==> src/rtl/hdlc_tx_pkg.sv <==
package hdlc_tx_pkg;

    typedef enum logic [1:0] {
        PH_FLAG = 2'd0,
        PH_DATA = 2'd1,
        PH_FCS  = 2'd2,
        PH_TAIL = 2'd3
    } tx_phase_e;

    // byte position of the control field for a given address setting
    function automatic logic [1:0] ctrl_pos(input logic [1:0] mode);
        case (mode)
            2'd0:    ctrl_pos = 2'd0;
            2'd1:    ctrl_pos = 2'd1;
            default: ctrl_pos = 2'd2;
        endcase
    endfunction

endpackage

==> src/rtl/hdlc_tx_hold.sv <==
module hdlc_tx_hold #(
    parameter int BYTE_W = 8
) (
    input  logic              clk,
    input  logic              rst_n,
    input  logic              in_valid,
    input  logic [BYTE_W-1:0] in_data,
    input  logic              in_last,
    input  logic              hold_off,
    input  logic              take,
    output logic              in_ready,
    output logic              full,
    output logic [BYTE_W-1:0] dout,
    output logic              dlast
);

    typedef struct packed {
        logic              full;
        logic [BYTE_W-1:0] data;
        logic              last;
    } hold_t;

    hold_t hold_d, hold_q;

    always_comb begin
        hold_d   = hold_q;
        in_ready = !hold_q.full && !hold_off;
        if (take) begin
            hold_d.full = 1'b0;
        end
        if (in_valid && in_ready) begin
            hold_d.full = 1'b1;
            hold_d.data = in_data;
            hold_d.last = in_last;
        end
    end

    always_ff @(posedge clk) begin
        if (!rst_n) begin
            hold_q <= '0;
        end else begin
            hold_q <= hold_d;
        end
    end

    assign full  = hold_q.full;
    assign dout  = hold_q.data;
    assign dlast = hold_q.last;


    held_byte_stable_chk: assert property (@(posedge clk) disable iff (!rst_n)
        (hold_q.full && !take) |=> (hold_q.full && $stable(hold_q.data) && $stable(hold_q.last)));

endmodule

==> src/rtl/hdlc_tx_fcs.sv <==
module hdlc_tx_fcs #(
    parameter int           CRC_W = 16,
    parameter logic [CRC_W-1:0] POLY  = 16'h8408,
    parameter logic [CRC_W-1:0] INIT  = 16'hFFFF
) (
    input  logic             clk,
    input  logic             rst_n,
    input  logic             init,
    input  logic             step,
    input  logic             din,
    output logic [CRC_W-1:0] crc
);

    logic [CRC_W-1:0] crc_d, crc_q;
    logic             fb;

    always_comb begin
        crc_d = crc_q;
        fb    = crc_q[0] ^ din;
        if (init) begin
            crc_d = INIT;
        end else if (step) begin
            crc_d = {1'b0, crc_q[CRC_W-1:1]} ^ (fb ? POLY : '0);
        end
    end

    always_ff @(posedge clk) begin
        if (!rst_n) begin
            crc_q <= INIT;
        end else begin
            crc_q <= crc_d;
        end
    end

    assign crc = crc_q;


    crc_idle_hold_chk: assert property (@(posedge clk) disable iff (!rst_n)
        (!init && !step) |=> $stable(crc_q));


    crc_preset_chk: assert property (@(posedge clk) disable iff (!rst_n)
        init |=> (crc_q == INIT));

endmodule

==> src/rtl/hdlc_tx_seq.sv <==
module hdlc_tx_seq
    import hdlc_tx_pkg::*;
#(
    parameter int              BYTE_W   = 8,
    parameter int              CRC_W    = 16,
    parameter int              RUN_MAX  = 5,
    parameter logic [BYTE_W-1:0] FLAG_PAT = 8'h7E
) (
    input  logic              clk,
    input  logic              rst_n,
    input  logic              bit_en,
    input  logic [1:0]        addr_mode,
    input  logic              buf_full,
    input  logic [BYTE_W-1:0] buf_data,
    input  logic              buf_last,
    input  logic [CRC_W-1:0]  crc_val,
    output logic              take,
    output logic              stuff_pend,
    output logic              crc_init,
    output logic              crc_step,
    output logic              crc_bit,
    output logic              tx_bit
);

    localparam int BIT_W = $clog2(BYTE_W);
    localparam int CNT_W = $clog2(CRC_W);
    localparam int RUN_W = $clog2(RUN_MAX + 1);
    localparam logic [CNT_W-1:0] BYTE_END = CNT_W'(BYTE_W - 1);
    localparam logic [CNT_W-1:0] FCS_END  = CNT_W'(CRC_W - 1);
    localparam logic [RUN_W-1:0] RUN_TOP  = RUN_W'(RUN_MAX);

    typedef struct packed {
        tx_phase_e         phase;
        logic [CNT_W-1:0]  cnt;
        logic [RUN_W-1:0]  ones;
        logic [BYTE_W-1:0] sh;
        logic              last_eff;
        logic [1:0]        idx;
        logic [1:0]        mode;
        logic              tx;
    } seq_t;

    seq_t seq_d, seq_q;
    logic data_bit;
    logic fcs_bit;
    logic [RUN_W-1:0] ones_nx;

    always_comb begin
        seq_d      = seq_q;
        take       = 1'b0;
        crc_init   = 1'b0;
        crc_step   = 1'b0;
        crc_bit    = 1'b0;
        stuff_pend = (seq_q.phase != PH_FLAG) && (seq_q.ones == RUN_TOP);
        data_bit   = seq_q.sh[seq_q.cnt[BIT_W-1:0]];
        fcs_bit    = ~crc_val[seq_q.cnt];
        ones_nx    = '0;

        if (bit_en) begin
            unique case (seq_q.phase)
                PH_FLAG: begin
                    seq_d.tx = FLAG_PAT[seq_q.cnt[BIT_W-1:0]];
                    if (seq_q.cnt == BYTE_END) begin
                        seq_d.cnt = '0;
                        if (buf_full) begin
                            take           = 1'b1;
                            crc_init       = 1'b1;
                            seq_d.phase    = PH_DATA;
                            seq_d.ones     = '0;
                            seq_d.sh       = buf_data;
                            seq_d.mode     = addr_mode;
                            seq_d.last_eff = buf_last && (ctrl_pos(addr_mode) == 2'd0);
                            seq_d.idx      = 2'd1;
                        end
                    end else begin
                        seq_d.cnt = seq_q.cnt + 1'b1;
                    end
                end

                PH_DATA: begin
                    if (stuff_pend) begin
                        seq_d.tx   = 1'b0;
                        seq_d.ones = '0;
                    end else begin
                        seq_d.tx   = data_bit;
                        seq_d.ones = data_bit ? seq_q.ones + 1'b1 : '0;
                        crc_step   = 1'b1;
                        crc_bit    = data_bit;
                        if (seq_q.cnt == BYTE_END) begin
                            seq_d.cnt = '0;
                            if (!seq_q.last_eff && buf_full) begin
                                take           = 1'b1;
                                seq_d.sh       = buf_data;
                                seq_d.last_eff = buf_last && (seq_q.idx >= ctrl_pos(seq_q.mode));
                                seq_d.idx      = (seq_q.idx == 2'd3) ? 2'd3 : seq_q.idx + 1'b1;
                            end else begin
                                seq_d.phase = PH_FCS;
                            end
                        end else begin
                            seq_d.cnt = seq_q.cnt + 1'b1;
                        end
                    end
                end

                PH_FCS: begin
                    if (stuff_pend) begin
                        seq_d.tx   = 1'b0;
                        seq_d.ones = '0;
                    end else begin
                        ones_nx    = fcs_bit ? seq_q.ones + 1'b1 : '0;
                        seq_d.tx   = fcs_bit;
                        seq_d.ones = ones_nx;
                        if (seq_q.cnt == FCS_END) begin
                            seq_d.cnt   = '0;
                            seq_d.phase = (ones_nx == RUN_TOP) ? PH_TAIL : PH_FLAG;
                        end else begin
                            seq_d.cnt = seq_q.cnt + 1'b1;
                        end
                    end
                end

                PH_TAIL: begin
                    seq_d.tx    = 1'b0;
                    seq_d.ones  = '0;
                    seq_d.cnt   = '0;
                    seq_d.phase = PH_FLAG;
                end
            endcase
        end
    end

    always_ff @(posedge clk) begin
        if (!rst_n) begin
            seq_q       <= '0;
            seq_q.phase <= PH_FLAG;
            seq_q.tx    <= 1'b1;
        end else begin
            seq_q <= seq_d;
        end
    end

    assign tx_bit = seq_q.tx;


    zero_after_run_chk: assert property (@(posedge clk) disable iff (!rst_n)
        (bit_en && seq_q.phase != PH_FLAG && seq_q.ones == RUN_TOP) |=> (tx_bit == 1'b0));


    run_bound_chk: assert property (@(posedge clk) disable iff (!rst_n)
        seq_q.ones <= RUN_TOP);


    line_hold_chk: assert property (@(posedge clk) disable iff (!rst_n)
        !bit_en |=> $stable(tx_bit));


    early_end_ignored_chk: assert property (@(posedge clk) disable iff (!rst_n)
        (seq_q.phase == PH_DATA && seq_q.idx <= ctrl_pos(seq_q.mode)) |-> !seq_q.last_eff);


    take_only_at_edge_chk: assert property (@(posedge clk) disable iff (!rst_n)
        take |-> (bit_en && buf_full && seq_q.cnt == BYTE_END));

endmodule

==> src/rtl/hdlc_tx_framer.sv <==
module hdlc_tx_framer #(
    parameter int                BYTE_W   = 8,
    parameter int                CRC_W    = 16,
    parameter int                RUN_MAX  = 5,
    parameter logic [BYTE_W-1:0] FLAG_PAT = 8'h7E,
    parameter logic [CRC_W-1:0]  CRC_POLY = 16'h8408,
    parameter logic [CRC_W-1:0]  CRC_INIT = 16'hFFFF
) (
    input  logic              clk,
    input  logic              rst_n,
    input  logic              bit_en,
    input  logic [1:0]        addr_mode,
    input  logic              in_valid,
    input  logic [BYTE_W-1:0] in_data,
    input  logic              in_last,
    output logic              in_ready,
    output logic              tx_bit
);

    logic              take;
    logic              stuff_pend;
    logic              buf_full;
    logic [BYTE_W-1:0] buf_data;
    logic              buf_last;
    logic              crc_init;
    logic              crc_step;
    logic              crc_bit;
    logic [CRC_W-1:0]  crc_val;

    hdlc_tx_hold #(.BYTE_W(BYTE_W)) u_hold (
        .clk      (clk),
        .rst_n    (rst_n),
        .in_valid (in_valid),
        .in_data  (in_data),
        .in_last  (in_last),
        .hold_off (stuff_pend),
        .take     (take),
        .in_ready (in_ready),
        .full     (buf_full),
        .dout     (buf_data),
        .dlast    (buf_last)
    );

    hdlc_tx_fcs #(.CRC_W(CRC_W), .POLY(CRC_POLY), .INIT(CRC_INIT)) u_fcs (
        .clk   (clk),
        .rst_n (rst_n),
        .init  (crc_init),
        .step  (crc_step),
        .din   (crc_bit),
        .crc   (crc_val)
    );

    hdlc_tx_seq #(
        .BYTE_W   (BYTE_W),
        .CRC_W    (CRC_W),
        .RUN_MAX  (RUN_MAX),
        .FLAG_PAT (FLAG_PAT)
    ) u_seq (
        .clk        (clk),
        .rst_n      (rst_n),
        .bit_en     (bit_en),
        .addr_mode  (addr_mode),
        .buf_full   (buf_full),
        .buf_data   (buf_data),
        .buf_last   (buf_last),
        .crc_val    (crc_val),
        .take       (take),
        .stuff_pend (stuff_pend),
        .crc_init   (crc_init),
        .crc_step   (crc_step),
        .crc_bit    (crc_bit),
        .tx_bit     (tx_bit)
    );


    ready_low_on_stuff_chk: assert property (@(posedge clk) disable iff (!rst_n)
        stuff_pend |-> !in_ready);


    no_take_and_accept_chk: assert property (@(posedge clk) disable iff (!rst_n)
        !(take && in_valid && in_ready));

endmodule

==> config.mk <==
export PLATFORM = sky130hd
export DESIGN_NAME = hdlc_tx_framer
export DESIGN_NICKNAME = d
export VERILOG_FILES = /design/src/rtl/hdlc_tx_pkg.sv /design/src/rtl/hdlc_tx_hold.sv /design/src/rtl/hdlc_tx_fcs.sv /design/src/rtl/hdlc_tx_seq.sv /design/src/rtl/hdlc_tx_framer.sv
export SDC_FILE = /design/constraint.sdc
export NUM_CORES = 1
export LEC_CHECK = 0
export ABC_AREA = 1
export BUFFER_PORTS_ARGS = -buffer_cell sky130_fd_sc_hd__buf_2
export CAP_MARGIN = 20
export CORE_ASPECT_RATIO = 0.5
export CORE_MARGIN = 10
export CORE_UTILIZATION = 45
export CTS_BUF_LIST = sky130_fd_sc_hd__clkbuf_16
export CTS_CLUSTER_DIAMETER = 120
export DETAILED_ROUTE_END_ITERATION = 16
export HOLD_SLACK_MARGIN = 0.15
export SYNTH_ARGS = -nofsm -noshare
export SYNTH_HDL_FRONTEND = slang
export SYNTH_SLANG_ARGS = --single-unit
==> constraint.sdc <==
create_clock -name clk -period 2.1 [get_ports clk]
set_input_delay 0.315 -clock clk [delete_from_list [all_inputs] [get_ports clk]]
set_output_delay 0.315 -clock clk [all_outputs]
set_load 0.05 [all_outputs]
==> impl_metrics.env <==
export IMPL_status="finished clean"
export IMPL_critPathRequiredTime_ps=1780
export IMPL_synth_nets=378
export IMPL_fp_dieW_um=126
export IMPL_slowest_delay_ps=360
export IMPL_postSynthAreaPerCell_um2=7.12
export IMPL_wl_per_cell_um=12.8
export IMPL_cts_buffers=5
export IMPL_synthTopCellsByArea="dfxtp_1 39%, nand2_1 14%, nand3_1 9.4%"
export IMPL_min_delay_start="in_data[5]"
export IMPL_path_cells="inv_1, ha_1, nand2_1, nor2_1, nor2_1, buf_4"
export IMPL_synthTopCellsByCount="93 x nand2_1, 50 x dfxtp_1, 48 x nand3_1"
export IMPL_drt_total_wl_mm=5.73
export IMPL_setup_worst_path_end_class="output pin"
export IMPL_start_util_pct=46.4
export IMPL_h_tree_depth=2
export IMPL_cts_root_buf="clkbuf_16"
export IMPL_yosysMostFrequentCell="nand2_1"
export IMPL_crit_top_cell="nor2_1"
export IMPL_critPathMaxFanout=4
export IMPL_hold_violations=0
export IMPL_rows=19
export IMPL_fmax_ghz=0.519
export IMPL_synth_top_area_share_pct=39.3
export IMPL_track_usage_pct=12.8
export IMPL_rsz0062_at_grt="false"
export IMPL_grt_pass1_vias=2163
export IMPL_viasPerCell=5.13
export IMPL_power_density_nw_per_um2=743
export IMPL_clk_path_buf_depth=2
export IMPL_synth_edf_count=0
export IMPL_ctsHoldBuffers=0
export IMPL_tns_ps=0
export IMPL_fin_worst_skew_ps=3.53
export IMPL_synthArstFlopShare_pct=0
export IMPL_firstDrtPassIters=4
export IMPL_period_needed_ps=1930
export IMPL_max_slew_margin_pct=71.9
export IMPL_cp_top_family="simple AND/OR/NAND/NOR gates"
export IMPL_globalplace_congestion=0.880
export IMPL_setup_violations=0
export IMPL_worst_path_buf_inv=2
export IMPL_cts_tree="done"
export IMPL_antenna_left=0
export IMPL_dp_cells=441
export IMPL_synth_top_flop_cell="dfxtp_1"
export IMPL_synthCells=358
export IMPL_hold_path_depth=3
export IMPL_drcViolationCount=0
export IMPL_worstRegToRegCells=8
export IMPL_finalPower_mw=2.11
export IMPL_maxSlewViolCount=0
export IMPL_layout_cells_non_filler=448
export IMPL_hp_class="in2reg"
export IMPL_die_area_um2=9260
export IMPL_drtIter0Drc=164
export IMPL_boundaryPins=17
export IMPL_critPathKind="reg2out"
export IMPL_r2r_slack_ps=260
export IMPL_synth_seq_cells=50
export IMPL_coreArea_um2=5490
export IMPL_port_buffers=16
export IMPL_diodes=0
export IMPL_grt_pass1_wl_mm=9.86
export IMPL_whs_ps=295
export IMPL_p_leak_nw=1.34
export IMPL_post_place_ws_ps=221
export IMPL_worstSkewPairLatency_ps=280
export IMPL_overflow=0
export IMPL_path_depth=6
export IMPL_areaGrowthSynthToFinish_pct=11.6
export IMPL_r2r_end="u_fcs.crc[3]"
export IMPL_die_h_um=73.2
export IMPL_synth_area_leader_cell="dfxtp_1"
export IMPL_yosysWarningCount=0
export IMPL_setup_ws_ps=175
export IMPL_clock_sinks=50
export IMPL_syn_cell_area_um2=2550
export IMPL_grt_max_degree=29
export IMPL_critPathArrivalTime_ps=1610
export IMPL_grt_antenna_before_repair=0
export IMPL_clk_pin_slew_ps=60
export IMPL_cap_viol_max_count=0
export IMPL_reg2reg_from="u_seq.seq_q[15]"
export IMPL_ys_types=30
export IMPL_critPathSlowestCell="dfxtp_1"
export IMPL_drive_gt1_share_pct=14.9
export IMPL_dp_hpwl_mm=4.45
export IMPL_num_vias=2296
export IMPL_seq_area_frac_synth_pct=39.3
export IMPL_worst_pin_slew_ps=421
export IMPL_peakVddDrop_mv=0.362
export IMPL_finalCritPeriodShare_pct=91.7
export IMPL_hold_path_end="u_hold.dout[5]"
export IMPL_start_kind="flip-flop"
export IMPL_final_nets=395
-- how the worst max path moves through the flow --
stage | start | endpoint | slack, ps
4_1_cts | u_seq.seq_q[15] | in_ready | 100
6_report | u_seq.seq_q[15] | in_ready | 170
5_1_grt | u_seq.seq_q[15] | in_ready | 40
3_5_place_dp | u_seq.seq_q[15] | u_fcs.crc[3] | 220
2_1_floorplan | u_seq.seq_q[17] | u_fcs.crc[14] | 520
3_3_place_gp | u_seq.seq_q[15] | u_fcs.crc[3] | 240
-- placed cells by master (no fill, tap or decap), types with 5 or more instances in the layout --
cell type / instances
nor2_1: 21
nand3_1: 48
dfxtp_1: 50
ha_1: 5
o211ai_2: 10
a21oi_1: 35
nand2_1: 93
buf_2: 15
o21ai_0: 14
inv_1: 42
clkbuf_16: 5
buf_4: 8
-- stage by stage --
| stage | area [um^2] | util (%) |
|---|---|---|
| after floorplan | 2550 | - |
| after global placement | 2700 | 49.2 |
| after detailed placement | 2700 | 49.2 |
| after CTS | 2840 | 51.7 |
| after global routing | 2850 | 51.8 |
| final | 2850 | 51.8 |
-- timing repair --
action / in CTS / in global routing
endpoints found under the setup margin: 0 / 2
hold endpoints to repair: 0 / 0
buffers inserted: 0 / 0
gates resized for setup: 0 / 4
-- state kept, by name, indices dropped and copies added (netlist names), named ones only --
signal        count
u_seq.tx_bit      1
u_hold.dlast      1
u_hold.dout       8
u_fcs.crc        16
u_hold.full       1
u_seq.seq_q      22
-- cell families after synthesis --
group	synth area share, %
adder cells (fa/ha/maj)	2.45
buffers and inverters	9.43
XOR/XNOR	0.687
AND/OR/NAND/NOR	31.3
flip-flops	39.3
AO/OA/AOI/OAI	16.9
-- report_power, final --
group	switching, mW	total (mW)	internal [mW]
Clock	0.328	0.758	0.430
Sequential	0.0349	1.03	0.994
Combinational	0.220	0.326	0.106
Total	0.583	2.11	1.53
-- worst reg2reg max path, delay by kind of cell, from the launching register on --
kind | cells | cell delay [ps]
and+or+nand+nor | 4 | 680
DFF | 1 | 360
buffers and inverters | 2 | 260
AOI/OAI and AO/OA | 1 | 260
adders and majority gates | 1 | 170
-- metal layers --
layer  up-vias  routed length (um)  global-route usage (%)
met2        39                2550                    20.5
met3         5                 269                    3.26
met5         -                   0                       0
met4         0                  40                    3.39
met1      1052                2870                    16.6
li1       1200                   -                       -
-- cell type report --
cell class	instances	area (um^2)
Multi-Input combinational cell	250	1310
Clock buffer	5	125
Inverter	45	174
Clock inverter	2	11.3
Sequential cell	50	1000
Timing Repair Buffer	23	135
Tap cell	73	91.3
Fill cell	538	2650
Power figures use the tool's default switching activity.
